File: config.mk
export PLATFORM = sky130hd
export DESIGN_NAME = tpwm_top
export DESIGN_NICKNAME = d
export VERILOG_FILES = /design/src/rtl/tpwm_pkg.sv /design/src/rtl/tpwm_updown_ctr.sv /design/src/rtl/tpwm_cmp_bank.sv /design/src/rtl/tpwm_flag.sv /design/src/rtl/tpwm_top.sv
export SDC_FILE = /design/constraint.sdc
export NUM_CORES = 1
export LEC_CHECK = 0
export BUFFER_PORTS_ARGS = -buffer_cell sky130_fd_sc_hd__buf_2
export CAP_MARGIN = 5
export CORE_ASPECT_RATIO = 2
export CORE_MARGIN = 2
export CORE_UTILIZATION = 45
export CTS_CLUSTER_DIAMETER = 40
export DETAILED_ROUTE_END_ITERATION = 10
export PLACE_DENSITY = 0.65
export SLEW_MARGIN = 40
export SYNTH_ARGS = -nofsm -noshare
export SYNTH_HDL_FRONTEND = slang
export SYNTH_SLANG_ARGS = --single-unit
File: constraint.sdc
create_clock -name clk -period 11.3 [get_ports clk]
set_clock_uncertainty 0.15 [all_clocks]
set_input_delay 0.565 -clock clk [delete_from_list [all_inputs] [get_ports clk]]
set_output_delay 0.565 -clock clk [all_outputs]
set_load 0.1 [all_outputs]
File: src/rtl/tpwm_pkg.sv
package tpwm_pkg;

   typedef enum logic {
      DIR_UP   = 1'b0,
      DIR_DOWN = 1'b1
   } dir_e;

   localparam logic [1:0] XFER_AT_PEAK = 2'b11;
   localparam int         MODE_W       = 2;

   localparam int ADDR_PEAK = 0;
   localparam int ADDR_MODE = 1;
   localparam int ADDR_BUF0 = 2;

   function automatic int work_base(input int nbuf);
      return ADDR_BUF0 + nbuf;
   endfunction

   function automatic int addr_span(input int nbuf);
      return ADDR_BUF0 + 2 * nbuf;
   endfunction

endpackage

File: src/rtl/tpwm_updown_ctr.sv
module tpwm_updown_ctr
   import tpwm_pkg::*;
#(
   parameter int W = 16
) (
   input  logic         clk,
   input  logic         rst_n,
   input  logic         en,
   input  logic [W-1:0] peak,
   output logic [W-1:0] count,
   output logic         dir_up,
   output logic         peak_step
);

   localparam logic [W:0] ONE_EXT = (W+1)'(1);

   dir_e       dir_q;
   logic [W:0] turn_at;
   logic       go_up;

   always_comb begin
      turn_at = {1'b0, peak} + ONE_EXT;
      if (dir_q == DIR_UP) begin
         go_up = ({1'b0, count} < turn_at);
      end else begin
         go_up = (count == '0);
      end
   end

   assign peak_step = en && go_up && (count == peak);
   assign dir_up    = (dir_q == DIR_UP);

   always_ff @(posedge clk or negedge rst_n) begin
      if (!rst_n) begin
         count <= '0;
         dir_q <= DIR_UP;
      end else if (en) begin
         if (go_up) begin
            count <= count + 1'b1;
            dir_q <= DIR_UP;
         end else begin
            count <= count - 1'b1;
            dir_q <= DIR_DOWN;
         end
      end
   end

endmodule

File: src/rtl/tpwm_cmp_bank.sv
module tpwm_cmp_bank
   import tpwm_pkg::*;
#(
   parameter int W    = 16,
   parameter int NBUF = 3,
   parameter int AW   = 3
) (
   input  logic              clk,
   input  logic              rst_n,
   input  logic              wr_en,
   input  logic [AW-1:0]     wr_addr,
   input  logic [W-1:0]      wr_data,
   input  logic              xfer_ev,
   output logic [W-1:0]      peak_q,
   output logic [MODE_W-1:0] mode_q,
   output logic [NBUF*W-1:0] cmp_flat
);

   localparam int            WBASE  = work_base(NBUF);
   localparam logic [AW-1:0] A_PEAK = AW'(ADDR_PEAK);
   localparam logic [AW-1:0] A_MODE = AW'(ADDR_MODE);

   always_ff @(posedge clk or negedge rst_n) begin
      if (!rst_n) begin
         peak_q <= '0;
         mode_q <= '0;
      end else if (wr_en) begin
         if (wr_addr == A_PEAK) peak_q <= wr_data;
         if (wr_addr == A_MODE) mode_q <= wr_data[MODE_W-1:0];
      end
   end

   logic do_xfer;
   assign do_xfer = xfer_ev && (mode_q == XFER_AT_PEAK);

   for (genvar k = 0; k < NBUF; k++) begin : g_chan
      localparam logic [AW-1:0] A_BUF  = AW'(ADDR_BUF0 + k);
      localparam logic [AW-1:0] A_WORK = AW'(WBASE + k);

      logic [W-1:0] buf_q;
      logic [W-1:0] work_q;

      always_ff @(posedge clk or negedge rst_n) begin
         if (!rst_n) begin
            buf_q <= '0;
         end else if (wr_en && wr_addr == A_BUF) begin
            buf_q <= wr_data;
         end
      end

      always_ff @(posedge clk or negedge rst_n) begin
         if (!rst_n) begin
            work_q <= '0;
         end else if (do_xfer) begin
            work_q <= buf_q;
         end else if (wr_en && wr_addr == A_WORK) begin
            work_q <= wr_data;
         end
      end

      assign cmp_flat[k*W +: W] = work_q;
   end

endmodule

File: src/rtl/tpwm_flag.sv
module tpwm_flag (
   input  logic clk,
   input  logic rst_n,
   input  logic set_ev,
   input  logic clr,
   output logic flag
);

   always_ff @(posedge clk or negedge rst_n) begin
      if (!rst_n) begin
         flag <= 1'b0;
      end else if (set_ev) begin
         flag <= 1'b1;
      end else if (clr) begin
         flag <= 1'b0;
      end
   end

endmodule

File: src/rtl/tpwm_top.sv
module tpwm_top
   import tpwm_pkg::*;
#(
   parameter int W    = 16,
   parameter int NBUF = 3,
   parameter int AW   = $clog2(addr_span(NBUF))
) (
   input  logic              clk,
   input  logic              rst_n,
   input  logic              en,
   input  logic              wr_en,
   input  logic [AW-1:0]     wr_addr,
   input  logic [W-1:0]      wr_data,
   input  logic              flag_clr,
   output logic [W-1:0]      count,
   output logic [NBUF*W-1:0] cmp_flat,
   output logic              flag
);

   if (W < 2 || W > 32) begin : g_bad_w
      $error("tpwm_top: W must lie in 2..32");
   end
   if (NBUF < 1 || NBUF > 8) begin : g_bad_nbuf
      $error("tpwm_top: NBUF must lie in 1..8");
   end
   if ((1 << AW) < addr_span(NBUF)) begin : g_bad_aw
      $error("tpwm_top: AW too narrow for the register map");
   end
   if (W < MODE_W) begin : g_bad_mode
      $error("tpwm_top: data too narrow for the mode field");
   end

   logic [W-1:0]      peak_q;
   logic [MODE_W-1:0] mode_q;
   logic              dir_up;
   logic              peak_step;

   tpwm_updown_ctr #(.W(W)) u_ctr (
      .clk       (clk),
      .rst_n     (rst_n),
      .en        (en),
      .peak      (peak_q),
      .count     (count),
      .dir_up    (dir_up),
      .peak_step (peak_step)
   );

   tpwm_cmp_bank #(.W(W), .NBUF(NBUF), .AW(AW)) u_bank (
      .clk      (clk),
      .rst_n    (rst_n),
      .wr_en    (wr_en),
      .wr_addr  (wr_addr),
      .wr_data  (wr_data),
      .xfer_ev  (peak_step),
      .peak_q   (peak_q),
      .mode_q   (mode_q),
      .cmp_flat (cmp_flat)
   );

   tpwm_flag u_flag (
      .clk    (clk),
      .rst_n  (rst_n),
      .set_ev (peak_step),
      .clr    (flag_clr),
      .flag   (flag)
   );

endmodule

# Word level (Yosys, flattened, before mapping)
# Index checks and enable logic that the tools add are counted.
# word_totals
regBits	132
latch_bits	0
ram_bits	0
rom_bits	0
in_bits	24
out_inout_bits	65
wordCells	52
n_memories	0
# classes
n_addsub	3
n_mul	0
div_mod_pow	0
magnitude_cmp	1
n_eq_ne	9
n_shift	0
n_mux	11
n_bitwise	0
reduce_logical	17
# ops
operator	n
$mux 16	7
$add 16x1->17 const B	1
$lt 16x17->1	1
$add 16x1->16 const B	1
$eq 16x16->1	1
$logic_not 16->1	1
$sub 16x1->16 const B	1
$eq 3x3->1 const B	4
$logic_and 1x1->1	9
$reduce_bool 2->1	4
$eq 3x2->1 const B	2
$mux 1	4
$reduce_and 2->1	2
$eq 3x1->1 const B	1
$logic_not 3->1	1
$eq 2x2->1 const B	1

# Depth between registers and ports, before layout
# depth
ltp_word	7
depth_mapped	21
depth_no_buf	20

# Cells and area by module
# Synthesis repeated with hierarchy kept, for this count alone.
# hier_totals
hier_cells	618
hier_area_um2	7155.6
# by_module_without_submodules
mod	instances	cells_per_inst	area_per_inst_um2	seq_area_each_um2
tpwm_cmp_bank	1	359	4814.6	2852.7
tpwm_updown_ctr	1	256	2304.7	425.4
tpwm_flag	1	3	36.3	25.0

# Least setup slack after synthesis
# Ideal clock, no wire load.
# synth_timing
path_kind	register -> register
startpoint	reg u_bank.peak_q[2]
endpoint	reg u_ctr.count[15]
setup_time_ps	123
arrival_time_ps	4690
required_time_ps	11027
setup_slack_ps	6336
stages_incl_launch_ff	22
path_buffers	1
period_less_slack_ps	4964
path_cell_list	dfrtp_1 > buf_2 > and4_1 > nand4_1 > nor2_1 > nand2_1 > xor2_1 > ha_1 > a211oi_1 > nand2_1 > or3_4 > o31ai_4 > or2_2 > inv_1 > ha_1 > a2111oi_2 > o21ai_0 > and4_1 > a211oi_1 > o21a_1 > o311ai_0 > a22o_1
# synth_between
elab_chain_len	4
# synth_rtl
item	line	rtl
start: declaration	tpwm_cmp_bank.sv:14	output logic [W-1:0] peak_q,
start signal: assignment	tpwm_cmp_bank.sv:28	if (wr_addr == A_PEAK) peak_q <= wr_data;
$add 16x1->17	tpwm_updown_ctr.sv:22	turn_at = {1'b0, peak} + ONE_EXT;
$lt 16x17->1	tpwm_updown_ctr.sv:24	go_up = ({1'b0, count} < turn_at);
$mux 1	tpwm_updown_ctr.sv:23	if (dir_q == DIR_UP) begin
$mux 16	tpwm_updown_ctr.sv:38	if (go_up) begin
end signal: assignment	tpwm_updown_ctr.sv:39	count <= count + 1'b1;
end signal: assignment	tpwm_updown_ctr.sv:42	count <= count - 1'b1;
end: declaration	tpwm_updown_ctr.sv:10	output logic [W-1:0] count,
# No other way between the ends.
# A chain may end at the register's enable or synchronous reset.

# Worst setup path after layout
# Ends and elaborated chain as after synthesis.

==> impl_metrics.ini <==
[setup_path]
start_kind = flop
slowest_stage = a2111oi_2
required_ps = 11450
timing.critical_path.from = u_bank.peak_q[2]
crit_chain = and4_1 -> nand4_1 -> nor2_1 -> nand2_1 -> xor2_1 -> ha_1 -> a211oi_1 -> nand2_1 -> or3_4 -> o31ai_4 -> or2_2 -> inv_1 -> ha_1 -> a2111oi_2 -> o21ai_0 -> and4_1 -> a211oi_1 -> o21a_1 -> o311ai_0 -> a22o_1
r2r_start = u_bank.peak_q[2]
endpoint_kind = flop
worstPathArrival_ps = 5740
path_max_fanout = 15
crit_type = flop to flop
slowest_delay_ps = 470

[detailed_routing]
wl_per_cell_microns = 17.1
wirelength_microns = 15700
drtPass1Iterations = 4
ant_nets = 0
drc = 0
drt_iter0_drc = 247
num_vias = 4956
routed_via_density = 5.42

[final_layout]
fin_area_sq_um = 8100
drive_gt1_share_pct = 29.1
final_util_pct = 53.5
num_antenna_cells = 0
n_fill_cell = 1317
fin_nets = 759
syn_to_final_growth_pct = 17.6

[yosys]
avgSynthCellArea_sq_um = 11.3
synth.top_cells.by_count = 132 x dfrtp_1, 71 x mux2_2, 65 x a21oi_1
ys_warn_count = 0
yosys.area.top_type = dfrtp_1
synth_compound_area_share_pct = 9.92
ys_seq_area_share_pct = 48.0
synthMuxAreaShare_pct = 18.9
synth_flop_cell = dfrtp_1
synth-edff-count = 0
synth-simple-area-share_pct = 9.85
async_reset_ff_share_pct = 100
yosysMostFrequentCell = dfrtp_1
ys_ff_latch = 132
synthXorXnorAreaFrac_pct = 4.83
synth_top_area_share_pct = 48.0
synth_area_leaders = dfrtp_1 48%, mux2_2 12%, mux2i_1 7.3%
syn-num-nets = 667
synthCells = 611
syn_area_sq_um = 6880
yosysUniqueCellTypes = 50
yosys.area_share.adder_pct = 5.93
synth_top_family_by_area = multiplexers

[power]
ir_drop_mv = 0.167
p_per_area_nw_per_um2 = 291
p_leak_nw = 3.89

[global_routing]
grt_max_degree = 97
grt_pass1_vias = 5014
antenna_found_initial = 0
grt.overflow.total = 0
grt_use_total_pct = 20.3
grt_pass1_wl_microns = 26400

[floorplan]
core_area_sq_um = 15100
initial_utilization_pct = 45.5
rows = 64
dieArea_sq_um = 16400
pin_count = 89
die_w_microns = 91.5
die_h_microns = 179

[cts]
cts-root-buf = clkbuf_16
clk_latency_ps = 420
ctsResizeCount = 0
clk_path_buf_depth = 2
cts_inserted_buffers = 17
postCtsSetupBuffers = 0
clk_pin_slew_ps = 70
cts.sinks = 132
cts_tree = done
h-tree-depth = 4
postCtsHoldBufs = 0

[timing]
fin_hold_ws_ps = -13.8
slew_viol_final = 0
hold_violations = 19
period_minus_slack_ps = 5590
rsz0062_at_grt = no
relSlewSlack_pct = 53.2
tightestPinTransition_ps = 702
setup_viol = 0
tns_ps = 0
fmax_ghz = 0.179
min_period_over_period_pct = 49.5

[outcome]
status = finished with violations
violations = hold timing

[placement]
hpwl_microns = 10600
portBuffers = 88
place_area_sq_um = 7530
globalplace.congestion = 0.868

[worst_hold_path]
hp-class = primary input to async pin

[run]
max_cap_viol_count = 0
## final cells by class
| type | count | area, sq um | share of cell area [%] |
|---|---|---|---|
| Multi-Input combinational cell | 442 | 3410 | 42.2 |
| Sequential cell | 132 | 3300 | 40.8 |
| Timing Repair Buffer | 97 | 522 | 6.45 |
| Clock buffer | 18 | 429 | 5.30 |
| Tap cell | 198 | 248 | 3.06 |
| Clock inverter | 14 | 131 | 1.62 |
| Inverter | 13 | 48.8 | 0.603 |
## where the power goes
part           switching (mW)  internal (mW)  leakage, nW
sequential              0.132          0.593         1.58
clock                   0.235          0.292        0.268
combinational           0.796          0.307         2.04
## layout by cell type, fill, tap and decap left out, drive strengths merged, types with 3 or more instances in the layout
| cell | netlist | final |
|---|---|---|
| nor2b | 5 | 5 |
| nand4 | 7 | 7 |
| mux2i | 50 | 50 |
| o211ai | 5 | 5 |
| o21ai | 13 | 13 |
| and4 | 3 | 3 |
| xnor2 | 12 | 12 |
| nand3 | 10 | 10 |
| nor2 | 62 | 62 |
| clkbuf | 16 | 18 |
| nor4 | 6 | 6 |
| dfrtp | 132 | 132 |
| a211oi | 5 | 5 |
| nand4b | 3 | 3 |
| mux2 | 71 | 71 |
| o21a | 4 | 4 |
| a21oi | 65 | 65 |
| and3 | 4 | 4 |
| inv | 12 | 22 |
| nand2 | 20 | 20 |
| clkinvlp | 0 | 3 |
| xor2 | 26 | 26 |
| nor3 | 11 | 11 |
| buf | 8 | 97 |
| o31ai | 4 | 4 |
| ha | 31 | 31 |
## through the flow
| step | setup WS [ps] | hold slack, ps | cells | power (mW) |
|---|---|---|---|---|
| 2_1_floorplan | 6340 | 119 | 611 | 1.61 |
| 3_3_place_gp | 5900 | 337 | 881 | 1.81 |
| 3_5_place_dp | 5780 | 345 | 882 | 1.83 |
| 4_1_cts | 5730 | 123 | 914 | 2.37 |
| 5_1_grt | 5260 | 30.0 | 914 | 2.49 |
| 6_report | 5710 | -13.8 | 914 | 2.35 |
## routing by layer
layer | routed length (microns) | vias up | global-route usage [%] | share of wire (%)
li1 | - | 2397 | - | -
met1 | 7210 | 2414 | 27.2 | 46
met2 | 7530 | 121 | 32.5 | 48
met3 | 628 | 24 | 3.78 | 4.0
met4 | 286 | 0 | 8.33 | 1.8
met5 | 0 | - | 0 | 0
## critical path, delay by kind of cell (launching register included)
kind | cells | cell delay [ps]
simple gates | 8 | 1700
buf+inv | 1 | 250
fa+ha+maj | 2 | 750
xor+xnor | 1 | 140
compound gates | 8 | 2020
flops | 1 | 450
## kinds of logic (layout without fill, tap and decap cells)
kind of cell / after synthesis / count (layout)
AND/OR/NAND/NOR: 139 / 139
flip-flops: 132 / 132
multiplexers: 121 / 121
AO/OA/AOI/OAI: 112 / 112
XOR/XNOR: 38 / 38
buffers and inverters: 37 / 142
adder cells (fa/ha/maj): 32 / 32
## worst paths after layout
kind	slack [ps]	to	depth (start not counted)
max in group asynchronous	9960	u_bank.peak_q[5]	2
worst max-delay path	5710	u_ctr.count[15]	20
worst max register to register	5710	u_ctr.count[15]	20
worst min-delay path	-10	u_bank.g_chan[1].work_q[2]	1
min in group clk	190	u_flag.flag	2
worst min register to register	360	u_bank.g_chan[0].buf_q[4]	1
## sequential cells by signal (all words and copies together) (netlist names)
register and flops:
u_bank.g_chan.buf_q 48, u_bank.g_chan.work_q 48, u_bank.peak_q 16, u_ctr.count 16, u_bank.mode_q 2, u_ctr.dir_q 1
u_flag.flag 1
No activity file was read; power rests on OpenSTA's default activity.
